### src/rtl/mft_pkg.sv
package mft_pkg;

  localparam int SLOT_W      = 32;
  localparam int LEN_FIELD_W = 9;
  localparam int ADDR_W      = 8;

  typedef enum logic [2:0] {
    ST_IDLE,
    ST_WAIT_HDR,
    ST_HDR,
    ST_WAIT_PAY,
    ST_PAY,
    ST_IRQ,
    ST_CHECK,
    ST_DONE
  } seq_state_t;

  // Largest payload per fragment: buffer bytes capped by the 9-bit field,
  // less one slot kept for the header. Zero means the ring is unusable.
  function automatic logic [LEN_FIELD_W-1:0] frag_cap(input logic [15:0] depth_slots);
    logic [17:0] ring_bytes;
    logic [17:0] limited;
    ring_bytes = {depth_slots, 2'b00};
    limited    = (ring_bytes > 18'd511) ? 18'd511 : ring_bytes;
    if (limited < 18'd4) return '0;
    return LEN_FIELD_W'(limited - 18'd4);
  endfunction

  // Slots needed to hold nbytes of payload, rounded up.
  function automatic logic [7:0] slots_for(input logic [LEN_FIELD_W-1:0] nbytes);
    logic [LEN_FIELD_W:0] padded;
    padded = {1'b0, nbytes} + (LEN_FIELD_W+1)'(3);
    return padded[LEN_FIELD_W:2];
  endfunction

  function automatic logic [SLOT_W-1:0] build_header(
    input logic                   last_frag,
    input logic [LEN_FIELD_W-1:0] nbytes,
    input logic [ADDR_W-1:0]      host,
    input logic [ADDR_W-1:0]      client
  );
    return {last_frag, 6'b000000, nbytes, host, client};
  endfunction

endpackage

### src/rtl/mft_poll_timer.sv
module mft_poll_timer #(
  parameter int POLL_INTERVAL = 10000,
  parameter int TIMEOUT_POLLS = 50000
) (
  input  logic clk,
  input  logic rst_n,
  input  logic active_i,
  input  logic enough_i,
  output logic poll_o,
  output logic grant_o,
  output logic expire_o
);

  localparam int PW = (POLL_INTERVAL > 1) ? $clog2(POLL_INTERVAL + 1) : 1;
  localparam int MW = (TIMEOUT_POLLS > 1) ? $clog2(TIMEOUT_POLLS + 1) : 1;

  logic [PW-1:0] gap_q;
  logic [MW-1:0] miss_q;

  assign poll_o   = active_i && (gap_q == '0);
  assign grant_o  = poll_o && enough_i;
  assign expire_o = poll_o && !enough_i && (miss_q == MW'(TIMEOUT_POLLS - 1));

  always_ff @(posedge clk or negedge rst_n) begin
    if (!rst_n) begin
      gap_q  <= '0;
      miss_q <= '0;
    end else if (!active_i || grant_o || expire_o) begin
      gap_q  <= '0;
      miss_q <= '0;
    end else if (poll_o) begin
      miss_q <= miss_q + 1'b1;
      gap_q  <= PW'(POLL_INTERVAL - 1);
    end else begin
      gap_q  <= gap_q - 1'b1;
    end
  end

endmodule

### src/rtl/mft_packer.sv
module mft_packer (
  input  logic        clk,
  input  logic        rst_n,
  input  logic        en_i,
  input  logic        byte_valid_i,
  input  logic [7:0]  byte_data_i,
  input  logic        last_i,
  output logic        byte_ready_o,
  output logic        take_o,
  output logic        word_wr_o,
  output logic [31:0] word_o
);

  logic [31:0] acc_q;
  logic [1:0]  lane_q;
  logic [31:0] merged;

  assign byte_ready_o = en_i;
  assign take_o       = en_i && byte_valid_i;
  assign merged       = acc_q | (32'(byte_data_i) << {lane_q, 3'b000});
  assign word_wr_o    = take_o && ((lane_q == 2'd3) || last_i);
  assign word_o       = merged;

  always_ff @(posedge clk or negedge rst_n) begin
    if (!rst_n) begin
      acc_q  <= '0;
      lane_q <= '0;
    end else if (word_wr_o) begin
      acc_q  <= '0;
      lane_q <= '0;
    end else if (take_o) begin
      acc_q  <= merged;
      lane_q <= lane_q + 2'd1;
    end
  end

endmodule

### src/rtl/mft_seq.sv
module mft_seq
  import mft_pkg::*;
#(
  parameter int LEN_W = 16,
  parameter int CNT_W = 8
) (
  input  logic                clk,
  input  logic                rst_n,
  input  logic                start_i,
  input  logic [LEN_W-1:0]    msg_len_i,
  input  logic [ADDR_W-1:0]   host_addr_i,
  input  logic [ADDR_W-1:0]   client_addr_i,
  input  logic [CNT_W-1:0]    buf_depth_i,
  input  logic                peer_ready_i,
  input  logic                grant_i,
  input  logic                expire_i,
  input  logic                take_i,
  output seq_state_t          state_o,
  output logic [CNT_W-1:0]    need_o,
  output logic                hdr_wr_o,
  output logic [SLOT_W-1:0]   hdr_word_o,
  output logic                last_byte_o,
  output logic                ok_o
);

  seq_state_t               state_q;
  logic [LEN_W-1:0]         rem_q;
  logic [LEN_FIELD_W-1:0]   cap_q;
  logic [LEN_FIELD_W-1:0]   left_q;
  logic [SLOT_W-1:0]        hdr_q;
  logic [ADDR_W-1:0]        host_q;
  logic [ADDR_W-1:0]        client_q;
  logic                     ok_q;

  logic [LEN_FIELD_W-1:0]   start_cap;
  logic                     rem_fits;
  logic [LEN_FIELD_W-1:0]   frag_len;

  assign start_cap = frag_cap(16'(buf_depth_i));
  assign rem_fits  = rem_q <= LEN_W'(cap_q);
  assign frag_len  = rem_fits ? rem_q[LEN_FIELD_W-1:0] : cap_q;

  assign state_o     = state_q;
  assign need_o      = (state_q == ST_WAIT_PAY) ? CNT_W'(slots_for(left_q)) : CNT_W'(1);
  assign hdr_wr_o    = (state_q == ST_HDR);
  assign hdr_word_o  = hdr_q;
  assign last_byte_o = (left_q == LEN_FIELD_W'(1));
  assign ok_o        = ok_q;

  always_ff @(posedge clk or negedge rst_n) begin
    if (!rst_n) begin
      state_q  <= ST_IDLE;
      rem_q    <= '0;
      cap_q    <= '0;
      left_q   <= '0;
      hdr_q    <= '0;
      host_q   <= '0;
      client_q <= '0;
      ok_q     <= 1'b0;
    end else begin
      unique case (state_q)
        ST_IDLE: begin
          if (start_i) begin
            ok_q     <= 1'b0;
            rem_q    <= msg_len_i;
            cap_q    <= start_cap;
            host_q   <= host_addr_i;
            client_q <= client_addr_i;
            if (msg_len_i == '0 || start_cap == '0) state_q <= ST_DONE;
            else                                    state_q <= ST_WAIT_HDR;
          end
        end
        ST_WAIT_HDR: begin
          if (grant_i) begin
            left_q  <= frag_len;
            hdr_q   <= build_header(rem_fits, frag_len, host_q, client_q);
            state_q <= ST_HDR;
          end else if (expire_i) begin
            state_q <= ST_DONE;
          end
        end
        ST_HDR: begin
          rem_q   <= rem_q - LEN_W'(left_q);
          state_q <= ST_WAIT_PAY;
        end
        ST_WAIT_PAY: begin
          if (grant_i)       state_q <= ST_PAY;
          else if (expire_i) state_q <= ST_DONE;
        end
        ST_PAY: begin
          if (take_i) begin
            left_q <= left_q - 1'b1;
            if (left_q == LEN_FIELD_W'(1)) state_q <= ST_IRQ;
          end
        end
        ST_IRQ: state_q <= ST_CHECK;
        ST_CHECK: begin
          if (!peer_ready_i) begin
            state_q <= ST_DONE;
          end else if (rem_q == '0) begin
            ok_q    <= 1'b1;
            state_q <= ST_DONE;
          end else begin
            state_q <= ST_WAIT_HDR;
          end
        end
        ST_DONE: state_q <= ST_IDLE;
        default: state_q <= ST_IDLE;
      endcase
    end
  end

endmodule

### src/rtl/msg_frag_tx.sv
module msg_frag_tx
  import mft_pkg::*;
#(
  parameter int LEN_W         = 16,
  parameter int CNT_W         = 8,
  parameter int POLL_INTERVAL = 10000,
  parameter int TIMEOUT_POLLS = 50000
) (
  input  logic              clk,
  input  logic              rst_n,
  input  logic              start_i,
  input  logic [LEN_W-1:0]  msg_len_i,
  input  logic [7:0]        host_addr_i,
  input  logic [7:0]        client_addr_i,
  input  logic [CNT_W-1:0]  buf_depth_i,
  input  logic              byte_valid_i,
  input  logic [7:0]        byte_data_i,
  output logic              byte_ready_o,
  input  logic [CNT_W-1:0]  slot_free_i,
  input  logic              peer_ready_i,
  output logic              slot_wr_o,
  output logic [31:0]       slot_data_o,
  output logic              irq_gen_o,
  output logic              busy_o,
  output logic              done_o,
  output logic              ok_o
);

  seq_state_t          state;
  logic [CNT_W-1:0]    need;
  logic                wait_active;
  logic                enough;
  logic                poll_evt;
  logic                grant;
  logic                expire;
  logic                hdr_wr;
  logic [SLOT_W-1:0]   hdr_word;
  logic                last_byte;
  logic                take;
  logic                word_wr;
  logic [SLOT_W-1:0]   word;
  logic                pay_en;
  logic                slot_wr_q;
  logic [SLOT_W-1:0]   slot_data_q;

  assign wait_active = (state == ST_WAIT_HDR) || (state == ST_WAIT_PAY);
  assign enough      = slot_free_i >= need;
  assign pay_en      = (state == ST_PAY);

  mft_seq #(.LEN_W(LEN_W), .CNT_W(CNT_W)) seq_i (
    .clk           (clk),
    .rst_n         (rst_n),
    .start_i       (start_i),
    .msg_len_i     (msg_len_i),
    .host_addr_i   (host_addr_i),
    .client_addr_i (client_addr_i),
    .buf_depth_i   (buf_depth_i),
    .peer_ready_i  (peer_ready_i),
    .grant_i       (grant),
    .expire_i      (expire),
    .take_i        (take),
    .state_o       (state),
    .need_o        (need),
    .hdr_wr_o      (hdr_wr),
    .hdr_word_o    (hdr_word),
    .last_byte_o   (last_byte),
    .ok_o          (ok_o)
  );

  mft_poll_timer #(.POLL_INTERVAL(POLL_INTERVAL), .TIMEOUT_POLLS(TIMEOUT_POLLS)) timer_i (
    .clk      (clk),
    .rst_n    (rst_n),
    .active_i (wait_active),
    .enough_i (enough),
    .poll_o   (poll_evt),
    .grant_o  (grant),
    .expire_o (expire)
  );

  mft_packer packer_i (
    .clk          (clk),
    .rst_n        (rst_n),
    .en_i         (pay_en),
    .byte_valid_i (byte_valid_i),
    .byte_data_i  (byte_data_i),
    .last_i       (last_byte),
    .byte_ready_o (byte_ready_o),
    .take_o       (take),
    .word_wr_o    (word_wr),
    .word_o       (word)
  );

  always_ff @(posedge clk or negedge rst_n) begin
    if (!rst_n) begin
      slot_wr_q   <= 1'b0;
      slot_data_q <= '0;
    end else begin
      slot_wr_q <= hdr_wr || word_wr;
      if (hdr_wr)       slot_data_q <= hdr_word;
      else if (word_wr) slot_data_q <= word;
    end
  end

  assign slot_wr_o   = slot_wr_q;
  assign slot_data_o = slot_data_q;
  assign irq_gen_o   = (state == ST_IRQ);
  assign busy_o      = (state != ST_IDLE);
  assign done_o      = (state == ST_DONE);

endmodule

### config.mk
export PLATFORM = sky130hd
export DESIGN_NAME = msg_frag_tx
export DESIGN_NICKNAME = d
export VERILOG_FILES = /design/src/rtl/mft_pkg.sv /design/src/rtl/mft_poll_timer.sv /design/src/rtl/mft_packer.sv /design/src/rtl/mft_seq.sv /design/src/rtl/msg_frag_tx.sv
export SDC_FILE = /design/constraint.sdc
export NUM_CORES = 1
export LEC_CHECK = 0
export ABC_AREA = 0
export BUFFER_PORTS_ARGS = -buffer_cell sky130_fd_sc_hd__buf_2
export CORE_MARGIN = 1.5
export CORE_UTILIZATION = 55
export CTS_CLUSTER_DIAMETER = 100
export DETAILED_ROUTE_END_ITERATION = 8
export PLACE_DENSITY = 0.73
export REMOVE_ABC_BUFFERS = 1
export SLEW_MARGIN = 20
export SYNTH_ARGS = -nofsm -noshare
export SYNTH_HDL_FRONTEND = slang
export SYNTH_SLANG_ARGS = --single-unit
### constraint.sdc
create_clock -name clk -period 4.96 [get_ports clk]
set_input_delay 0 -clock clk [delete_from_list [all_inputs] [get_ports clk]]
set_output_delay 0 -clock clk [all_outputs]
set_load 0.005 [all_outputs]
[After elaboration in Yosys (flattened, before gate mapping)]
Index checks and enable logic that the tools add are counted.
Word-level totals
  output and inout port bits: 38
  register bits: 177
  word-level logic and storage cells: 110
  input bits: 61
Operators by class
  order comparisons: 4
  mux-type cells: 35
  $add $sub $neg: 7
  reduce and logical (&&, ||, !) cells: 32
  shift-type cells: 1
  equality and inequality tests: 16
  bitwise gates (word level): 1
Operator list (count)
  $mux W32: 4
  $mux W16: 3
  $mux W9: 5
  $logic_not A16 Y1: 2
  $or A32 B32 Y32: 1
  $pmux W16 S2: 1
  $shl A8 B5 Y32: 1
  $mux W14: 2
  $mux W3: 9
  $pmux W3 S8: 1
  $pmux W9 S2: 1
  $add A16 B1 Y16 const B: 1
  $eq A16 B16 Y1 const B: 1
  $le A16 B9 Y1: 1
  $sub A16 B9 Y16: 1
  $logic_not A14 Y1: 1
  $sub A14 B1 Y14 const B: 1
  $eq A3 B3 Y1 const B: 4
  $reduce_bool A2 Y1: 6
  $add A9 B2 Y10 const B: 1
  $gt A10 B9 Y1 const B: 1
  $lt A10 B3 Y1 const B: 1
  $mux W10: 1
  $eq A9 B1 Y1 const B: 1
  22 further kinds: 45

[Logic depth before layout (Yosys ltp)]
Gate-level depths: netlist of run 1.
  depth after elaboration: 10
  depth in mapped cells: 16

[Modules after synthesis]
A second synthesis of run 1 with hierarchy kept.
Unflattened totals
  cells, all modules: 1093
  area total of the unflattened synthesis: 9975.8 um^2
By module, submodules not included
  mft_seq: cells each 560, times used 1, area an instance 4723.3 um^2, seq. area each 1976.9 um^2
  mft_packer: cells each 187, times used 1, area an instance 1816.7 um^2, seq. area each 850.8 um^2
  msg_frag_tx: cells each 172, times used 1, area an instance 1790.5 um^2, seq. area each 825.8 um^2
  mft_poll_timer: cells each 174, times used 1, area an instance 1645.3 um^2, seq. area each 750.7 um^2

[Worst setup path before layout of run 1]
Ideal clock, no wire load.
  path kind: register to register
  from: reg seq_i.state_q[0] (netlist: seq_i.state_o[0])
  to: reg seq_i.hdr_q[22] (netlist: seq_i.hdr_word_o[22])
  setup time: 66 ps
  arrival time: 3014 ps
  stages on the path, launching flop included: 15
  clock period less this slack: 3079 ps
  slack: 1881 ps
  path buffers: 4
  data required time: 4894 ps
  path through: dfrtp_1 > clkbuf_1 > nor2b_1 > and2_1 > clkbuf_1 > nand2_1 > ha_1 > nand2b_1 > a2111oi_0 > o31ai_1 > nand3_1 > clkbuf_1 > clkbuf_1 > nand2_1 > nand2_1
Between the ends
  cells in the longest elaborated chain, start to end: 5
  elaborated cells on any way between the ends: 8
Ends and longest elaborated chain
  start: declaration: line mft_seq.sv:26  | seq_state_t state_q;
  start signal: assignment: line mft_seq.sv:52  | state_q <= ST_IDLE;
  start signal: assignment: line mft_seq.sv:69  | if (msg_len_i == '0 || start_cap == '0) state_q <= ST_DONE;
  start signal: assignment: line mft_seq.sv:70  | else state_q <= ST_WAIT_HDR;
  $eq A3 B2 Y1 or $eq A3 B1 Y1 (tied branches): line mft_seq.sv:44, msg_frag_tx.sv:46, mft_seq.sv:61
  $mux W8 or $logic_or A1 B1 Y1 (tied branches): line mft_seq.sv:44, msg_frag_tx.sv:46
  $ge A8 B8 Y1 or $logic_and A1 B1 Y1 (tied branches): line msg_frag_tx.sv:47, mft_poll_timer.sv:20
  $logic_and A1 B1 Y1: line mft_poll_timer.sv:21  | assign grant_o = poll_o && enough_i;
  $reduce_and A2 Y1 (no line) (*)
  end signal: assignment: line mft_seq.sv:76  | hdr_q <= build_header(rem_fits, frag_len, host_q, client_q);
  end: declaration: line mft_seq.sv:30  | logic [SLOT_W-1:0] hdr_q;
Mark *: on every way between the ends. The rest lies on a longest branch, timed or not.
A chain may end at the register's enable or synchronous reset.

[Final worst setup path of run 1]
  from: reg seq_i.left_q[1]
  to: reg seq_i.left_q[2]
Between the ends
  cells in the longest elaborated chain, start to end: 6
  elaborated cells on any way between the ends: 9
Ends and longest elaborated chain
  start: declaration: line mft_seq.sv:29  | logic [LEN_FIELD_W-1:0] left_q;
  start signal: assignment: line mft_seq.sv:75  | left_q <= frag_len;
  start signal: assignment: line mft_seq.sv:92  | left_q <= left_q - 1'b1;
  $add A9 B2 Y10: line mft_pkg.sv:32  | padded = {1'b0, nbytes} + (LEN_FIELD_W+1)'(3);
  $mux W8: line mft_seq.sv:44  | assign need_o = (state_q == ST_WAIT_PAY) ? CNT_W'(slots_for(left_q)) : CNT_W'(1);
  $ge A8 B8 Y1: line msg_frag_tx.sv:47  | assign enough = slot_free_i >= need;
  $logic_and A1 B1 Y1: line mft_poll_timer.sv:21
  $ne A2 B1 Y1 (no line)
  $reduce_and A3 Y1 (no line)
Several ways; a longest one is shown, not always the timed one. The select of a mux whose other input is x is not followed.

==> results of run 1 <==
==> power breakdown <==
group	total, W	switching, W	leakage, nW	internal [W]
clock network	0.00132	0.000589	0.283	0.000727
registers	0.00236	0.000428	2.26	0.00193
logic	0.00235	0.00133	2.47	0.00103
==> placed cells by master, fill, tap and decap left out, drive strengths merged, types with 11 or more instances in the layout <==
cell type	Yosys	routed
nand4	11	11
nand2	187	187
dlygate4sd3	0	49
buf	16	108
o221a	23	23
clkbuf	37	19
o21ai	34	34
nand3	19	19
nor3	22	22
nor2	114	114
nor4	13	13
inv	30	33
ha	32	32
xnor2	19	19
dfrtp	176	176
a21oi	100	100
o22ai	11	11
xor2	23	23
and3	13	13
==> metrics by stage <==
step | util, % | setup slack [ns] | area, um2 | total power [W]
3_3_place_gp | 60.3 | 1.35 | 9580 | 0.00462
5_1_grt | 67.0 | 0.678 | 10700 | 0.00648
3_5_place_dp | 60.3 | 1.16 | 9580 | 0.00466
2_1_floorplan | - | 0.869 | 8720 | 0.00390
6_report | 67.0 | 1.04 | 10700 | 0.00602
4_1_cts | 67.0 | 1.09 | 10700 | 0.00603
==> critical path, delay by kind of cell, from the launching register on <==
family / cells / cell delay (ns)
flops: 1 / 0.41
xor+xnor: 1 / 0.13
simple gates: 8 / 2.10
compound gates: 1 / 0.43
fa+ha+maj: 2 / 0.63
buf+inv: 1 / 0.11
==> state kept, by name, summed over array words and instances, names as in the netlist <==
register / cells
timer_i.gap_q: 14
seq_i.cap_q: 8
timer_i.miss_q: 16
packer_i.lane_q: 2
seq_i.hdr_word_o: 26
seq_i.host_q: 8
seq_i.state_o: 3
seq_i.rem_q: 16
slot_wr_o: 1
seq_i.client_q: 8
seq_i.ok_o: 1
seq_i.left_q: 9
slot_data_o: 32
packer_i.acc_q: 32
==> how the worst max path moves through the flow <==
stage,startpoint,end,slack [ns],cells after the start
2_1_floorplan,seq_i.state_o[0]$_DFFE_PN0P_,slot_data_o[0]$_DFFE_PN0P_,0.87,8
3_3_place_gp,seq_i.left_q[1]$_DFFE_PN0P_,seq_i.left_q[2]$_DFFE_PN0P_,1.35,13
3_5_place_dp,seq_i.state_o[0]$_DFFE_PN0P_,seq_i.left_q[0]$_DFFE_PN0P_,1.16,11
4_1_cts,seq_i.left_q[1]$_DFFE_PN0P_,seq_i.left_q[2]$_DFFE_PN0P_,1.09,13
5_1_grt,seq_i.left_q[1]$_DFFE_PN0P_,seq_i.left_q[3]$_DFFE_PN0P_,0.68,13
6_report,seq_i.left_q[1]$_DFFE_PN0P_,seq_i.left_q[2]$_DFFE_PN0P_,1.04,13
==> final cells by class <==
class	count	area share, %
tap	216	2.54
clock inverter	13	1.21
clock buffer	19	4.25
multi-input combinational	726	39.6
timing repair buffer	157	9.97
sequential	176	41.4
inverter	30	1.06
==> cells by family (layout without fill, tap and decap cells) <==
logic type / count (synthesis) / after routing / share of synthesized area [%]
AND/OR/NAND/NOR: 426 / 426 / 21.3
AO/OA/AOI/OAI: 221 / 221 / 16.4
flip-flops: 176 / 176 / 49.3
buffers and inverters: 83 / 219 / 3.71
XOR/XNOR: 42 / 42 / 4.11
adder cells (fa/ha/maj): 33 / 33 / 4.70
multiplexers: 4 / 4 / 0.532
==> routing by layer <==
layer	global-route usage, %	vias up
met5	0	-
met4	9.70	2
met3	5.90	39
met2	45.7	258
met1	37.8	3726
li1	-	3679
==> impl_metrics.ini, run 1 <==
[floorplan]
die_h_um = 130
fp-row-count = 46
start_util_pct = 56.3
die_area_mm2 = 0.0170
coreArea_mm2 = 0.0159
die_width_um = 130
io_pins = 99

[layout]
nNetsFinal = 1202
num_antenna_cells = 0
fillers = 1335
fin_cells = 1337
multi_input_area_mm2 = 0.00422
area_growth_pct = 19.1
seq_area_mm2 = 0.00440
drive_gt1_share_pct = 15.9

[synth]
ys_ff_latch = 176
synth_area_leader_cell = dfrtp_1
syn_inst = 985
synth_area_mm2 = 0.00894
synth.most_common_cell = nand2_1
avgSynthCellArea_um2 = 9.08
synthArstFlopShare_pct = 100
synth-edff-count = 0
synthFlopType = dfrtp_1
yosys_warnings = 0
synth_top_area_share_pct = 49.3
synthTopCellsByArea = dfrtp_1, nand2_1, a21oi_1
seq_area_frac_synth_pct = 49.3
yosysUniqueCellTypes = 64
synth_common_cells = nand2_1, dfrtp_1, nor2_1, a21oi_1, clkbuf_1

[job]
cap_violations = 0

[min_path]
min_to = seq_i.cap_q[6]$_DFFE_PN0P_
whs_path_depth = 4
min-delay-start = buf_depth_i[4]
hold_class = primary input to flop

[timing]
hold_viol = 0
skew_ns = 0.0135
fmax_mhz = 255
relSlewSlack_pct = 28.2
setup_viol = 0
setup_tns_ns = 0
period_needed_ns = 3.92
worst_pin_slew_ns = 1.07
fin_crit_sh_pct = 79.0
slew_viol_final = 0
rsz0062_at_grt = no
holdWs_ns = 0.0389

[power]
leakage_nw = 5.01
p_per_area_mw_per_mm2 = 566
ir_drop_mv = 0.306

[critical_path]
r2r-start = seq_i.left_q[1]$_DFFE_PN0P_
critical_path_arrival_ns = 4.24
cp_max_fo = 17
worstPathRequired_ns = 5.28
ff2ff_path_depth = 13
cp-start-kind = flop
slowest_stage = nand3_1
path_class = flop to flop
cp_cell_sequence = inv_1 > ha_1 > nor2_1 > and2_1 > xnor2_1 > nand2_1 > ha_1 > nand4_1 > o31ai_1 > nand3_1 > nand2_1 > nand4_1 > and3_1
r2r_slack_ns = 1.04
worst_setup_path_end_kind = flop
reg2reg_to = seq_i.left_q[2]$_DFFE_PN0P_
slowest_delay_ns = 0.67

[detailed_routing]
num_vias = 7704
via_per_inst = 5.76
routed-wl-met3_um = 1320
highest_layer = met5
drc = 0
wl_met2_um = 11000
drt_iter0_drc = 687
met1Wirelength_um = 10100
final_antenna_net_count = 0
wl_um = 22900
dr.pass1.iters = 5
wl_per_cell_um = 17.1

[placement]
dp_hpwl_um = 15500
dpl.cell_count = 1256
portBuffers = 98
gp_congestion = 0.964

[global_route]
antenna_found_initial = 1
overflow = 0
grt_max_degree = 72
grt.total_usage_pct = 28.1
grt_pass1_vias = 7300
grt_pass1_wl_um = 37000

[clock_network]
root_buffer = clkbuf_16
cts_resized = 0
clock_path_buffers = 2
htreeDepth = 4
cts_sinks = 176
ctsHoldBuffers = 49
post-cts-setup-buffer-count = 0
cts_tree = yes
cts_buffers = 17
path_clk_slew_ns = 0.07
clkLatencyLatePin_ns = 0.43

[outcome]
outcome = finished clean
No activity file was read; power rests on OpenSTA's default activity.
==> inputs of run 2 (changes only) <==
--- a/config.mk
+++ b/config.mk
@@ -5,13 +5,13 @@
 export SDC_FILE = /design/constraint.sdc
 export NUM_CORES = 1
 export LEC_CHECK = 0
-export ABC_AREA = 0
+export ABC_AREA = 1
 export BUFFER_PORTS_ARGS = -buffer_cell sky130_fd_sc_hd__buf_2
 export CORE_MARGIN = 1.5
-export CORE_UTILIZATION = 55
+export CORE_UTILIZATION = 54
 export CTS_CLUSTER_DIAMETER = 100
 export DETAILED_ROUTE_END_ITERATION = 8
-export PLACE_DENSITY = 0.73
+export PLACE_DENSITY = 0.74
 export REMOVE_ABC_BUFFERS = 1
 export SLEW_MARGIN = 20
 export SYNTH_ARGS = -nofsm -noshare
==> constraint.sdc (replaced) <==
create_clock -name clk -period 3.4 [get_ports clk]
set_input_delay 0 -clock clk [delete_from_list [all_inputs] [get_ports clk]]
set_output_delay 0 -clock clk [all_outputs]
set_load 0.005 [all_outputs]
==> run 2 against run 1 <==
Flip-flop and latch count is the same; hold slack lost 0.012 ns; power grew 72%; sequential share of layout area shrank 3.0 points; non-clock buffer count grew 6; critical path type unchanged.
==> impl_metrics.ini, run 2 <==
[outcome]
outcome = finished clean

[layout]
nNetsFinal = 1466
layout_commonest_cell = nand2_1
area_growth_pct = 18.9
final_cell_area_mm2 = 0.0115
fillers = 1480
layout_common_cells = nand2_1, dfrtp_1, nor2_1, inv_1, nand3_1
num_antenna_cells = 0
seq_area_mm2 = 0.00440
multi_input_area_mm2 = 0.00451
drive_gt1_share_pct = 13.7

[placement]
gp_congestion = 0.925
dp_hpwl_um = 17800
portBuffers = 98
place_area_mm2 = 0.0104

[power]
ir_drop_mv = 0.429
p_per_area_mw_per_mm2 = 901
leakage_nw = 5.69

[timing]
fmax_mhz = 324
setup_viol = 0
skew_ns = 0.0130
fin_crit_sh_pct = 90.7
rsz0062_at_grt = no
slew_viol_final = 0
holdWs_ns = 0.0266
setup_tns_ns = 0
hold_viol = 0
period_needed_ns = 3.08
worst_pin_slew_ns = 0.933
relSlewSlack_pct = 37.8

[synth]
avgSynthCellArea_um2 = 7.86
synthTopCellsByArea = dfrtp_1, nand2_1, nor2_1
synthFlopType = dfrtp_1
synth_top_area_share_pct = 45.6
synthXorXnorAreaFrac_pct = 2.81
ys_ff_latch = 176
yosys_warnings = 0
yosysUniqueCellTypes = 49
synth_fa_ha_area_share_pct = 4.35
synth-simple-area-share_pct = 27.2
synth_area_mm2 = 0.00967
synth-edff-count = 0
syn_inst = 1230
synthMuxAreaShare_pct = 0
seq_area_frac_synth_pct = 45.6
synth.most_common_cell = nand2_1
synth_area_leader_cell = dfrtp_1
synthArstFlopShare_pct = 100
synth_top_family_by_area = simple AND/OR/NAND/NOR gates
synth_common_cells = nand2_1, dfrtp_1, nor2_1, inv_1, nand3_1
synth_compound_gate_area_share_pct = 11.9

[detailed_routing]
wl_um = 25700
drc = 0
drt_iter0_drc = 645
via_per_inst = 5.51
wl_per_cell_um = 15.9
final_antenna_net_count = 0
dr.pass1.iters = 5
num_vias = 8866

[critical_path]
cp_max_fo = 11
cp-start-kind = flop
critical_path_arrival_ns = 3.42
worst_setup_path_end_kind = flop
worstPathRequired_ns = 3.73
r2r-start = seq_i.left_q[0]$_DFFE_PN0P_
reg2reg_to = timer_i.miss_q[4]$_DFFE_PN0P_
path_class = flop to flop
ff2ff_path_depth = 22
cp-startpoint = seq_i.left_q[0]$_DFFE_PN0P_
endpoint = timer_i.miss_q[4]$_DFFE_PN0P_
r2r_slack_ns = 0.32

[global_route]
antenna_found_initial = 0
grt_pass1_wl_um = 41100
grt_pass1_vias = 8423
grt_max_degree = 95
grt.total_usage_pct = 28.2
overflow = 0

[clock_network]
cts_tree = yes
cts_sinks = 176
root_buffer = clkbuf_16
clkLatencyLatePin_ns = 0.43
path_clk_slew_ns = 0.07
cts_buffers = 17
clock_path_buffers = 2
htreeDepth = 4

[floorplan]
coreArea_mm2 = 0.0174
die_width_um = 137
io_pins = 99
fp-row-count = 48
die_h_um = 137
start_util_pct = 55.5
die_area_mm2 = 0.0187

[min_path]
hold_class = primary input to flop

[job]
cap_violations = 0
run 2: how the worst min path moves through the flow:
stage	from	cells after the start	end
after floorplan	rst_n	0	packer_i.acc_q[0]$_DFFE_PN0P_
after global placement	rst_n	1	timer_i.miss_q[9]$_DFFE_PN0P_
after detailed placement	rst_n	1	timer_i.miss_q[7]$_DFFE_PN0P_
after CTS	buf_depth_i[6]	5	seq_i.cap_q[8]$_DFFE_PN0P_
after global routing	buf_depth_i[6]	5	seq_i.cap_q[8]$_DFFE_PN0P_
final	buf_depth_i[6]	5	seq_i.cap_q[8]$_DFFE_PN0P_
run 2: kinds of logic after synthesis:
kind of cell             count (synthesis)
AO/OA/AOI/OAI                          194
AND/OR/NAND/NOR                        602
adder cells (fa/ha/maj)                 33
XOR/XNOR                                31
flip-flops                             176
buffers and inverters                  194
run 2: stage by stage:
stage | setup WS (ns) | total power (W) | instances | utilization (%)
detailed placement | 0.0353 | 0.00822 | 1530 | 59.7
global route | 0.00377 | 0.0112 | 1609 | 66.0
global placement | 0.168 | 0.00811 | 1530 | 59.7
CTS | 0.000592 | 0.0103 | 1606 | 65.7
floorplan | 0.0779 | 0.00675 | 1190 | -
finish | 0.316 | 0.0104 | 1609 | 66.0
run 2: power by group:
group | switching, W | total [W] | leakage, nW | internal [W]
Clock | 0.000931 | 0.00198 | 0.288 | 0.00105
Sequential | 0.000631 | 0.00362 | 2.23 | 0.00298
Combinational | 0.00299 | 0.00476 | 3.17 | 0.00177
run 2: final cells by class:
cell class / instances / share of cell area [%]
multi-input cells: 860 / 39.2
flip-flops and latches: 176 / 38.3
repair buffers: 163 / 9.80
inverters: 154 / 5.07
clock buffers: 17 / 3.70
well taps: 225 / 2.45
clock inverters: 14 / 1.46
run 2: timing repair:
item                                    CTS  global route
buffers inserted                          0             3
hold endpoints to repair                144             0
hold buffers                             45             0
endpoints found under the setup margin    0            67
resized for setup                         0            11
run 2: routing by layer:
metal | up-vias | part of all wire [%] | track usage [%] | routed length (um)
li1 | 4353 | - | - | -
met1 | 4189 | 44 | 37.2 | 11400
met2 | 272 | 48 | 46.1 | 12200
met3 | 52 | 5.6 | 5.93 | 1450
met4 | 0 | 2.3 | 9.77 | 590
met5 | - | 0 | 0 | 0
run 2: worst max-delay path: stages, from the launching register on:
cell	delay, ns
dfrtp_1	0.39
inv_1	0.07
ha_1	0.24
nor3_2	0.18
inv_1	0.07
nor2_1	0.08
inv_1	0.08
nor3_2	0.14
inv_1	0.08
o21ai_1	0.11
nand3_1	0.10
ha_1	0.20
nand2_1	0.07
inv_1	0.04
nor2_1	0.08
o21a_1	0.15
nand2_1	0.12
nand2_4	0.12
inv_2	0.06
nor2_2	0.12
nand2_2	0.10
buf_4	0.20
a211oi_2	0.18
==> inputs of run 3 (changes only) <==
--- a/config.mk
+++ b/config.mk
@@ -6,13 +6,15 @@
 export NUM_CORES = 1
 export LEC_CHECK = 0
 export ABC_AREA = 1
-export BUFFER_PORTS_ARGS = -buffer_cell sky130_fd_sc_hd__buf_2
 export CORE_MARGIN = 1.5
-export CORE_UTILIZATION = 54
+export CORE_UTILIZATION = 55
 export CTS_CLUSTER_DIAMETER = 100
 export DETAILED_ROUTE_END_ITERATION = 8
-export PLACE_DENSITY = 0.74
+export DONT_BUFFER_PORTS = 1
+export PLACE_DENSITY = 0.7
+export RECOVER_POWER = 25
 export REMOVE_ABC_BUFFERS = 1
+export SKIP_LAST_GASP = 1
 export SLEW_MARGIN = 20
 export SYNTH_ARGS = -nofsm -noshare
 export SYNTH_HDL_FRONTEND = slang
==> run 3 against run 2 <==
The run now ends with negative hold slack left; clock skew rose by 0.0013 ns; global-route usage barely moved; register-to-register slack improved by 0.03 ns; core utilization fell by 1.5 points; setup slack improved by 0.026 ns; count of clock-buffer cells in the layout rose by 2; hold slack got worse by 0.77 ns; clock power rose by 4%; sequential power rose by 2%; critical endpoint is now seq_i.hdr_word_o[21]$_DFFE_PN0P_.
==> impl_metrics.ini, run 3 (same netlist as run 2, synthesis figures left out) <==
[critical_path]
cp-start-kind = flop
cp_cell_sequence = inv_1 > ha_1 > nor3_1 > inv_1 > nor2_1 > inv_1 > nor3_2 > inv_1 > o21ai_1 > nand3_1 > ha_1 > nand2_1 > o21a_1 > nand2_2 > nand2_4 > nor2_8 > buf_6 > nand3_1 > o21a_1
crit_top_cell = inv_1
critical_path_arrival_ns = 3.38
slowest_delay_ns = 0.40
cp_max_fo = 23
cpLargestDelayFamily = simple AND/OR/NAND/NOR gates
crit_buf_inv = 5
slowest_stage = dfrtp_1
worst_setup_path_end_kind = flop
worstPathRequired_ns = 3.72
path_class = flop to flop

[timing]
rsz0062_at_grt = no
setup_viol = 0
setup_tns_ns = 0
fmax_mhz = 327
fin_crit_sh_pct = 89.9
holdWs_ns = -0.743
skew_ns = 0.0143
relSlewSlack_pct = 54.0
hold_viol = 176
period_needed_ns = 3.06
finalWorstSetupSlack_ns = 0.342
slew_viol_final = 0
worst_pin_slew_ns = 0.690

[power]
clkPwrFrac_pct = 20.1
p_per_area_mw_per_mm2 = 922
internal_power_w = 0.00582
power_w = 0.0102
seq_power_share_pct = 36.0
sw_frac_of_total_pct = 43.1
ir_drop_mv = 0.486
switchingPower_w = 0.00442
leakage_nw = 5.33
combPwrFrac_pct = 43.9

[floorplan]
die_area_mm2 = 0.0184
io_pins = 99
die_h_um = 136
fp-row-count = 48
coreArea_mm2 = 0.0172
start_util_pct = 56.1
die_width_um = 136

[detailed_routing]
wl_per_cell_um = 16.5
wl_um = 25100
drt_iter0_drc = 750
via_per_inst = 5.62
num_vias = 8559
dr.pass1.iters = 7
final_antenna_net_count = 0
drc = 0

[clock_network]
htreeDepth = 4
ctsHoldBuffers = 59
clock_path_buffers = 2
cts_buffers = 17
clkLatencyLatePin_ns = 0.44
cts_sinks = 176
cts_tree = yes
path_clk_slew_ns = 0.07
root_buffer = clkbuf_16

[layout]
layout_commonest_cell = nand2_1
nNetsFinal = 1380
layout_common_cells = nand2_1, dfrtp_1, nor2_1, inv_1, nand3_1
final_cell_area_mm2 = 0.0111
final_util_pct = 64.5
area_growth_pct = 14.9
drive_gt1_share_pct = 6.85
num_antenna_cells = 0

[placement]
portBuffers = 0
dp_hpwl_um = 16800
gp_congestion = 0.941
pre_cts_slack_ns = 0.0353
place_area_mm2 = 0.00984

[global_route]
grt_pass1_wl_um = 40500
grt_max_degree = 177
antenna_found_initial = 0
overflow = 0
grt_pass1_vias = 8157
grt.total_usage_pct = 28.2

[job]
cap_violations = 0

[outcome]
outcome = finished with violations
violations = negative hold slack

[min_path]
hold_class = primary input to asynchronous set/reset pin
## run 3: changes by cell type in the layout (fill, tap and decap cells not counted), moves of 2 or more
cell | previous run | this run
bufinv_16 | 1 | 3
buf_12 | 2 | 0
clkinv_4 | 2 | 6
nor2_2 | 3 | 5
buf_2 | 97 | 0
clkinv_8 | 2 | 0
inv_8 | 4 | 1
buf_4 | 17 | 15
dlygate4sd3_1 | 45 | 59
clkbuf_1 | 0 | 2
## run 3: final timing paths
kind / start / end / slack (ns) / cells after the start
worst max-delay path: seq_i.left_q[0]$_DFFE_PN0P_ / seq_i.hdr_word_o[21]$_DFFE_PN0P_ / 0.34 / 19
worst min register to register: timer_i.gap_q[0]$_DFF_PN0_ / timer_i.gap_q[0]$_DFF_PN0_ / 0.45 / 1
max in group asynchronous: rst_n / seq_i.left_q[4]$_DFFE_PN0P_ / 3.80 / 0
worst min-delay path: rst_n / timer_i.miss_q[7]$_DFFE_PN0P_ / -0.74 / 0
worst max register to register: seq_i.left_q[0]$_DFFE_PN0P_ / seq_i.hdr_word_o[21]$_DFFE_PN0P_ / 0.34 / 19
min in group clk: buf_depth_i[2] / seq_i.cap_q[4]$_DFFE_PN0P_ / 0.06 / 6
## run 3: final cells by class
class | instances | area, um2
Fill cell | 1432 | 6120
Multi-Input combinational cell | 861 | 4500
Tap cell | 225 | 282
Timing Repair Buffer | 76 | 726
Clock inverter | 13 | 179
Sequential cell | 176 | 4400
Inverter | 154 | 586
Clock buffer | 19 | 433
## run 3: per-layer routing
layer	routed length, um	GRT usage (%)
met2	11800	45.3
met3	1620	7.15
met5	0	0
met1	11200	37.3
met4	557	9.08
## run 3: power by group through the flow
stage / sequential (W) / combinational (W) / clock [W]
floorplan: 0.00350 / 0.00324 / 0
global placement: 0.00368 / 0.00415 / 0
detailed placement: 0.00370 / 0.00423 / 0
CTS: 0.00368 / 0.00438 / 0.00207
global route: 0.00379 / 0.00509 / 0.00216
finish: 0.00369 / 0.00450 / 0.00206
## run 3: metrics by stage
stage / instances / hold WS (ns)
global route: 1524 / -0.765
CTS: 1519 / -0.753
global placement: 1428 / -0.291
detailed placement: 1428 / -0.291
finish: 1524 / -0.743
floorplan: 1190 / -0.296
## run 3: what timing repair did
action                                  CTS  global route
endpoints found under the hold margin   283           176
endpoints found under the setup margin    0            66
resized for setup                         0            13
buffers inserted                          0             4
